File: config.mk
export PLATFORM = sky130hd
export DESIGN_NAME = usb_line_sampler
export DESIGN_NICKNAME = d
export VERILOG_FILES = /design/src/rtl/usb_line_sampler.sv
export SDC_FILE = /design/constraint.sdc
export NUM_CORES = 1
export LEC_CHECK = 0
export ABC_AREA = 1
export BUFFER_PORTS_ARGS = -buffer_cell sky130_fd_sc_hd__buf_4
export CAP_MARGIN = 30
export CORE_MARGIN = 10
export CORE_UTILIZATION = 56
export CTS_CLUSTER_DIAMETER = 60
export DETAILED_ROUTE_END_ITERATION = 8
export PLACE_DENSITY = 0.77
export SYNTH_ARGS = -nofsm -noshare
export SYNTH_HDL_FRONTEND = slang
export SYNTH_SLANG_ARGS = --single-unit
File: constraint.sdc
create_clock -name clk -period 1.9 [get_ports clk]
set_input_delay 0.095 -clock clk [delete_from_list [all_inputs] [get_ports clk]]
set_output_delay 0.095 -clock clk [all_outputs]
set_load 0.05 [all_outputs]
File: src/rtl/usb_line_sampler.sv
module usb_line_sampler #(
  parameter int FRAC_W   = 8,
  parameter int CPB_W    = 16,
  parameter int IDX_W    = 8,
  parameter int FS_CPB_Q = 5333,
  parameter int LS_CPB_Q = 42667
) (
  input  logic             clk,
  input  logic             rst_n,
  input  logic             low_speed,
  input  logic             dp,
  input  logic             dm,
  input  logic             eop_done,
  output logic [1:0]       sym,
  output logic             sym_valid,
  output logic             sop,
  output logic [IDX_W-1:0] bit_idx
);
  localparam int ACC_W = CPB_W + 1;
  localparam logic [ACC_W-1:0] ONE = ACC_W'(1 << FRAC_W);
  localparam logic [1:0] S_J = 2'd0, S_K = 2'd1, S_SE0 = 2'd2, S_SE1 = 2'd3;

  logic [1:0]       s1, s2, prev;
  logic             prev_ok, busy;
  logic [ACC_W-1:0] acc;
  logic [CPB_W-1:0] cpb_r, cpb_sel;
  logic [IDX_W-1:0] nidx;
  logic [1:0]       cls;

  always_comb begin
    case (s2)
      2'b00:   cls = S_SE0;
      2'b11:   cls = S_SE1;
      2'b10:   cls = low_speed ? S_K : S_J;
      default: cls = low_speed ? S_J : S_K;
    endcase
  end

  assign cpb_sel = low_speed ? CPB_W'(LS_CPB_Q) : CPB_W'(FS_CPB_Q);

  wire sop_det = !busy && !eop_done && cls == S_K && (!prev_ok || s2 != prev);
  wire take    = busy && !eop_done && acc < ONE;

  always_ff @(posedge clk) begin
    if (!rst_n) begin
      s1 <= 2'b00; s2 <= 2'b00; prev <= 2'b00; prev_ok <= 1'b0;
      busy <= 1'b0; acc <= '0; cpb_r <= '0; nidx <= '0;
      sym <= 2'b00; sym_valid <= 1'b0; sop <= 1'b0; bit_idx <= '0;
    end else begin
      s1 <= {dp, dm};
      s2 <= s1;
      prev <= s2;
      prev_ok <= 1'b1;
      sop <= sop_det;
      sym_valid <= take;
      if (eop_done) begin
        busy <= 1'b0;
      end else if (sop_det) begin
        busy  <= 1'b1;
        cpb_r <= cpb_sel;
        acc   <= ACC_W'(cpb_sel >> 1) - ONE;
        nidx  <= '0;
      end else if (busy) begin
        if (take) begin
          acc     <= acc + ACC_W'(cpb_r) - ONE;
          sym     <= cls;
          bit_idx <= nidx;
          nidx    <= nidx + 1'b1;
        end else begin
          acc <= acc - ONE;
        end
      end
    end
  end

  a_r4_sop_single: assert property (@(posedge clk) disable iff (!rst_n)
    sop |=> !sop);

  a_r9_no_sop_busy: assert property (@(posedge clk) disable iff (!rst_n)
    busy |=> !sop);

  a_r7_idle_silent: assert property (@(posedge clk) disable iff (!rst_n)
    !busy |=> !sym_valid);

  a_r1_se0_map: assert property (@(posedge clk) disable iff (!rst_n)
    sym_valid |-> ((sym == S_SE0) == ($past(s2) == 2'b00)));

  a_r2_fs_j: assert property (@(posedge clk) disable iff (!rst_n)
    (sym_valid && !$past(low_speed) && $past(s2) == 2'b10) |-> sym == S_J);

  a_r6_idx_restart: assert property (@(posedge clk) disable iff (!rst_n)
    $rose(busy) |-> nidx == '0);
endmodule

# --- After elaboration in Yosys (flattened, before gate mapping) ---
# Index checks and enable logic that the tools add are counted.
word_totals:
  reg_bits: 61
  output_inout_bits: 12
  wordCells: 53
op_classes:
  n_addsub: 5
  order_cmp: 1
  eq_ne: 4
  n_mux: 11
  bitwise: 3
  reduce_logical: 17
ops:
  columns: ["op", "count"]
  rows:
  - ["$mux W17", 3]
  - ["$sub A17 B9 Y17 const B", 2]
  - ["$mux W8", 3]
  - ["$add A17 B16 Y17", 1]
  - ["$lt A17 B9 Y1 const B", 1]
  - ["$mux W16", 1]
  - ["$sub A15 B9 Y16 const B", 1]
  - ["$add A8 B1 Y8 const B", 1]
  - ["$pmux W2 S3", 1]
  - ["$logic_and A1 B1 Y1", 5]
  - ["$eq A2 B2 Y1 const B", 2]
  - ["$reduce_and A2 Y1", 2]
  - ["$reduce_and A4 Y1", 1]
  - ["$reduce_bool A2 Y1", 2]
  - ["$logic_not A1 Y1", 3]
  - ["$mux W1", 3]
  - ["$not A1 Y1", 3]
  - ["$reduce_and A3 Y1", 1]
  - ["$eq A2 B1 Y1 const B", 1]
  - ["$logic_not A2 Y1", 1]
  - ["$ne A2 B2 Y1", 1]
  - ["$reduce_or A2 Y1", 1]
  - ["$logic_or A1 B1 Y1", 1]

# --- Longest topological paths before layout ---
# Gate-level depths: netlist of the first run.
logic_depth:
  depth_word: 7
  depth_mapped: 14

# --- Least setup slack after synthesis of the first run ---
# No wires, ideal clock.
synth_timing:
  path_kind: "reg2reg"
  startpoint: "reg cpb_r[13]"
  endpoint: "reg acc[13]"
  arrival_ns: 1.838
  t_required_ns: 1.828
  setup_slack_ns: -0.010
  stages_incl_launch_ff: 14
  n_path_buf: 0
  synth_period_minus_slack_ns: 1.910
  path_cell_list: "dfxtp_1 > ha_1 > ha_1 > inv_1 > fa_1 > inv_1 > nand3_1 > nand3_1 > nand3_1 > nand3_1 > nand2_1 > nand3_1 > nand2_1 > a21oi_1"
synth_between:
  elab_chain_len: 5
synth_rtl:
  columns: ["element", "line_no", "text"]
  rows:
  - ["start, declared", "26", "logic [CPB_W-1:0] cpb_r, cpb_sel;"]
  - ["start signal, assigned", "60", "cpb_r <= cpb_sel;"]
  - ["$add A17 B16 Y17", "65", "acc <= acc + ACC_W'(cpb_r) - ONE;"]
  - ["$sub A17 B9 Y17", "65", null]
  - ["$mux W17", "64", "if (take) begin"]
  - ["$mux W17", "63", "end else if (busy) begin"]
  - ["$mux W17", "58", "end else if (sop_det) begin"]
  - ["end signal, assigned", "61", "acc <= ACC_W'(cpb_sel >> 1) - ONE;"]
  - ["end signal, assigned", "65", null]
  - ["end signal, assigned", "70", "acc <= acc - ONE;"]
  - ["end, declared", "25", "logic [ACC_W-1:0] acc;"]
# No other way between the ends. The select of a mux whose other input is x is not followed.
# A chain may end at the register's enable or synchronous reset.

# --- Final worst setup path of the first run ---
# Same ends and word-level chain as after synthesis.

==> results of run 1 <==
==> cell usage after synthesis <==
cell        n
nor3_4      1
inv_2       1
a21oi_1    31
inv_1      84
clkbuf_1    4
nor2_1     38
nand3_1    47
a31oi_1     6
nand4_1     1
and3_1      1
o21ai_1     3
buf_4       1
o21ai_0    15
nand3b_1    2
nand2_8     1
or2_2       2
nand2_4     3
a211oi_2    1
nand3_2     1
a21oi_2     3
fa_1        1
nor3_2      1
buf_6       4
nand2_2     5
o22ai_1     3
xor2_1      7
ha_1       30
nand2_1   112
nor2_2      4
inv_4       1
buf_2       2
xnor2_1     5
nor3_1      7
dfxtp_1    48
a211oi_1    1
nand4_2     1
or2_0       1
nor2_4      1
==> cells in the final DEF, fill, tap and decap left out, types with 4 or more instances in the layout <==
| cell type | n |
|---|---|
| xnor2_1 | 4 |
| o21ai_0 | 15 |
| a31oi_1 | 6 |
| inv_1 | 74 |
| nor2_1 | 36 |
| nor3_1 | 4 |
| a21oi_1 | 23 |
| a21oi_2 | 11 |
| nand2_1 | 100 |
| nand2_4 | 4 |
| clkbuf_8 | 6 |
| nand3_2 | 7 |
| ha_4 | 16 |
| xor2_1 | 7 |
| nand3_1 | 38 |
| nor2_2 | 6 |
| nor3_2 | 4 |
| buf_4 | 56 |
| inv_2 | 11 |
| dfxtp_1 | 45 |
| ha_1 | 13 |
| nand2_2 | 16 |
==> report_power, final <==
group | switching, mW | internal (mW)
clock network | 0.375 | 0.295
registers | 0.0123 | 1.02
logic | 0.228 | 0.159
total | 0.616 | 1.47
==> worst max-delay path, delay by kind of cell, from the launching register on <==
family | cells | cell delay [ns]
buffers and inverters | 2 | 0.13
DFF | 1 | 0.39
and+or+nand+nor | 7 | 0.60
adders and majority gates | 3 | 0.76
AOI/OAI and AO/OA | 1 | 0.16
==> final cells by class <==
cell class              instances  area share
clock inverters                 2     0.00358
flip-flops and latches         48       0.231
well taps                      72      0.0215
multi-input cells             335       0.539
clock buffers                   6      0.0197
repair buffers                 59       0.107
inverters                      86      0.0775
==> sequential cells by signal, indices dropped and copies added (netlist names) <==
| register | flops |
|---|---|
| sym | 2 |
| sop | 1 |
| s1 | 2 |
| cpb_r | 3 |
| bit_idx | 8 |
| s2 | 2 |
| acc | 17 |
| prev | 2 |
| busy | 1 |
| nidx | 8 |
| sym_valid | 1 |
| prev_ok | 1 |
==> logic make-up (layout without fill, tap and decap cells) <==
| kind of cell | after synthesis | after routing | share of synthesized area |
|---|---|---|---|
| XOR/XNOR | 12 | 12 | 0.0322 |
| buffers and inverters | 97 | 153 | 0.124 |
| flip-flops | 48 | 48 | 0.295 |
| adder cells (fa/ha/maj) | 31 | 31 | 0.121 |
| AO/OA/AOI/OAI | 63 | 63 | 0.107 |
| AND/OR/NAND/NOR | 229 | 229 | 0.322 |
==> per-layer routing <==
metal  GRT usage  vias up  share of wire
met5           0        -              0
met4       0.104        0          0.032
met3      0.0475       34          0.057
met2       0.334      128           0.49
met1       0.237     1564           0.42
li1            -     1640              -
==> per-stage QoR <==
stage | total power, mW | instances
2_1_floorplan | 1.28 | 480
3_3_place_gp | 1.36 | 589
3_5_place_dp | 1.37 | 589
4_1_cts | 2.05 | 605
5_1_grt | 2.17 | 608
6_report | 2.09 | 608
==> what timing repair did <==
action	in CTS	in global routing
resized for setup	41	31
buffers inserted	5	3
pin swaps	11	18
hold buffers	3	0
endpoints found under the hold margin	3	0
endpoints found under the setup margin	12	14
cloned	0	0
==> path summary, 6_finish.rpt <==
check                                from       to  depth (start not counted)
worst max-delay path            cpb_r[13]  acc[13]                         13
worst min-delay path                rst_n  prev_ok                          1
worst max register to register  cpb_r[13]  acc[13]                         13
worst min register to register      s1[0]    s2[0]                          2
==> impl_metrics.tcl, run 1 <==
set metrics [dict create \
    cts_buffers 5 \
    avgRoutedWirePerCell_um 15.9 \
    r2r_slack_ns -0.20 \
    worst_pin_slew_ns 0.744 \
    ys_ff_latch 48 \
    endpoint_kind "flop" \
    vias 3366 \
    timing_worst_setup_path_type "reg -> reg" \
    crit_top_cell "nand3_2" \
    synthCells 480 \
    clockRootBuffer "clkbuf_8" \
    netlist_area_um2 3260 \
    postPlaceCellArea_um2 3640 \
    period_needed_ns 2.10 \
    die_y_um 96.3 \
    grt_pass1_vias 3147 \
    fmax_ghz 0.476 \
    synth_area_leaders "dfxtp_1, nand2_1, ha_1" \
    multi_input_area_um2 2260 \
    drt-initial-drc-count 269 \
    holdCritPathClass "in -> reg" \
    area_growth_pct 28.7 \
    grtUsageTotal 0.202 \
    finalClockSkew_ns 0.00633 \
    core-area_um2 5570 \
    ys_warn_count 0 \
    start_kind "flop" \
    cp_max_fo 4 \
    pre_cts_ws_ns -0.188 \
    ys_types 38 \
    worstPathCellList "ha_4 > ha_4 > inv_2 > fa_2 > inv_2 > nand3_2 > nand3_4 > nand3_2 > nand3_2 > nand2_1 > nand3_1 > nand2_1 > a21oi_1" \
    globalRoute.totalOverflow 0 \
    diodes 0 \
    finalInstanceArea_um2 4200 \
    wl_mm 9.66 \
    drtPass1Iterations 7 \
    fin_util 0.753 \
    start_util 0.585 \
    cpMaxStageDelayCell "dfxtp_4" \
    rows 27 \
    vias_per_cell 5.54 \
    cts_tree "built" \
    report.final.slew_viol_count 0 \
    ff_latch_area_um2 970 \
    yosys.area.top_type "dfxtp_1" \
    clock_latency_ns 0.32 \
    fin_ws_ns -0.203 \
    slew_headroom 0.504 \
    io_pins 18 \
    dp_hpwl_mm 6.18 \
    drive_gt1_frac 0.291 \
    clk_pin_slew_worst_paths_ns 0.09 \
    ant_nets 0 \
    power.density_nw_per_um2 498 \
    failed_checks "negative setup slack" \
    dieArea_um2 9280 \
    syn_avg_cell_area_um2 6.80 \
    crit_required_ns 2.15 \
    grt_max_degree 34 \
    setup_viol 12 \
    cp.arrival_ns 2.35 \
    setup_tns_ns -1.03 \
    rsz0062_at_grt "yes" \
    n_fill_cell 389 \
    power_leakage_nw 2.05 \
    fin_nets 572 \
    synth_top_area_share 0.295 \
    slowest_delay_ns 0.39 \
    htreeDepth 2 \
    clock_sink_count 48 \
    drcViolationCount 0 \
    worst_hold_slack_ns 0.0328 \
    syn_nets 517 \
    grt_pass1_wl_mm 14.7 \
    min_period_over_period 1.11 \
    drv_cap 0 \
    vdd_drop_max_uv 448 \
    gp_congestion 0.991 \
    port_buffers 17 \
    synth.yosys.seq_area_share 0.295 \
    cts.path.max_buffers 2 \
    hold_viol 0 \
    outcome "finished with violations" \
    antenna_found_initial 0 \
    chipWidth_um 96.3 \
]
(Power assumes the default switching activity.)
==> run 2, diff against run 1 <==
--- a/config.mk
+++ b/config.mk
@@ -12,7 +12,7 @@
 export CORE_UTILIZATION = 56
 export CTS_CLUSTER_DIAMETER = 60
 export DETAILED_ROUTE_END_ITERATION = 8
-export PLACE_DENSITY = 0.77
+export PLACE_DENSITY = 0.8
 export SYNTH_ARGS = -nofsm -noshare
 export SYNTH_HDL_FRONTEND = slang
 export SYNTH_SLANG_ARGS = --single-unit
==> impl_metrics.tcl, run 2 (synthesis gave the netlist of run 1 again) <==
set metrics [dict create \
    regMostFlops "acc" \
    period_needed_ns 2.19 \
    failed_checks "negative setup slack" \
    met2_length_mm 5.17 \
    cp.arrival_ns 2.41 \
    timing_worst_setup_path_type "reg -> reg" \
    final_common_cell "nand2_1" \
    n_fill_cell 356 \
    vias_per_cell 5.90 \
    crit_top_cell "nand2_1" \
    start_util 0.585 \
    ant_nets 0 \
    clockRootBuffer "clkbuf_8" \
    drcViolationCount 0 \
    power_leakage_nw 2.10 \
    htreeDepth 2 \
    fin_ws_ns -0.291 \
    report.final.slew_viol_count 0 \
    met3_length_um 978 \
    finalClockSkew_ns 0.0110 \
    vdd_drop_max_uv 712 \
    clk_pin_slew_worst_paths_ns 0.10 \
    diodes 0 \
    hold_viol 0 \
    dp_hpwl_mm 6.46 \
    reg.largest.list "acc: 17 flops, bit_idx: 8 flops, nidx: 8 flops" \
    highest_layer "met4" \
    vias 3596 \
    worst_hold_slack_ns 0.0378 \
    crit_required_ns 2.12 \
    holdCritPathClass "in -> reg" \
    drv_cap 0 \
    chipWidth_um 96.3 \
    slowest_delay_ns 0.40 \
    crit_buf_inv 2 \
    grt_max_degree 22 \
    finalInstanceArea_um2 4260 \
    final_cell_mix "nand2_1, inv_1, buf_4" \
    setup_tns_ns -1.32 \
    dieArea_um2 9280 \
    worst_pin_slew_ns 0.345 \
    outcome "finished with violations" \
    grtUsageTotal 0.221 \
    setup_viol 12 \
    port_buffers 17 \
    antenna_found_initial 0 \
    slew_headroom 0.770 \
    largest_register_ffs 17 \
    cts.path.max_buffers 2 \
    drive_gt1_frac 0.301 \
    avgRoutedWirePerCell_um 18.0 \
    endpoint_kind "flop" \
    core-area_um2 5570 \
    cts_buffers 5 \
    cp_top_family "simple AND/OR/NAND/NOR gates" \
    power.density_nw_per_um2 553 \
    drt-initial-drc-count 482 \
    cts_tree "built" \
    start_kind "flop" \
    clock_latency_ns 0.32 \
    globalRoute.totalOverflow 0 \
    drtPass1Iterations 6 \
    io_pins 18 \
    cpMaxStageDelayCell "dfxtp_4" \
    area_growth_pct 30.6 \
    worstPathCellList "inv_1 > ha_1 > inv_1 > ha_4 > nand2_1 > nand2_1 > nand2_1 > nand2_1 > a21oi_2 > nand2_1 > nand2_2 > nand3_2 > nand2_1 > a21oi_1" \
    grt_pass1_wl_mm 16.2 \
    cp_max_fo 5 \
    fmax_ghz 0.456 \
    wl_mm 11.0 \
    grt_pass1_vias 3387 \
    rsz0062_at_grt "yes" \
    clock_sink_count 48 \
    gp_congestion 1.04 \
    wl_met1_mm 4.13 \
    fin_nets 574 \
    rows 27 \
    die_y_um 96.3 \
    postPlaceCellArea_um2 3690 \
    min_period_over_period 1.15 \
]
-- run 2: cell types whose count changed in the layout (fill, tap and decap cells not counted), sizes merged --
cell,delta
bufinv,+2
inv,+1
clkbuf,-1
buf,+2
clkinvlp,-2
-- run 2: metal layers --
layer / global-route usage / up-vias
li1: - / 1637
met2: 0.369 / 214
met4: 0.104 / 0
met1: 0.257 / 1665
met3: 0.0591 / 80
met5: 0 / -
-- run 2: layout make-up --
type,instances,area [µm²],area share
Multi-Input combinational cell,335,2250,0.528
Timing Repair Buffer,61,477,0.112
Inverter,86,330,0.0775
Sequential cell,48,975,0.229
Clock buffer,5,68.8,0.0161
Clock inverter,3,68.8,0.0161
Tap cell,72,90.1,0.0211
-- run 2: timing repair --
item	4_1_cts	5_1_grt
hold buffers	3	0
resized for setup	37	45
pin swaps	13	16
buffers inserted	4	0
hold endpoints to repair	3	0
endpoints found under the setup margin	12	15
-- run 2: worst register-to-register path, delay by kind of cell (launching register included) --
family | cells | cell delay (ns)
AND/OR/NAND/NOR | 8 | 0.77
adder cells (fa/ha/maj) | 2 | 0.50
flip-flops | 1 | 0.40
buffers and inverters | 2 | 0.20
AO/OA/AOI/OAI | 2 | 0.20
-- run 2: final timing paths --
check / start / to / slack, ns / cells past startpoint
min reg2reg: s1[0] / s2[0] / 0.42 / 2
max: cpb_r[12] / acc[15] / -0.29 / 14
max reg2reg: cpb_r[12] / acc[15] / -0.29 / 14
min: rst_n / prev_ok / 0.04 / 1
-- run 2: power breakdown --
part | internal (mW) | switching [mW]
registers | 1.02 | 0.0133
logic | 0.157 | 0.245
clock network | 0.530 | 0.393
total | 1.71 | 0.651
-- run 2: metrics by stage --
step                worst slack (ns)  utilization  cells  total power, mW
floorplan                     0.0176            -    480             1.28
global placement              -0.164        0.662    595             1.36
detailed placement            -0.170        0.662    595             1.37
CTS                          -0.0804        0.737    610             2.30
global route                  -0.338        0.765    610             2.42
finish                        -0.291        0.765    610             2.36
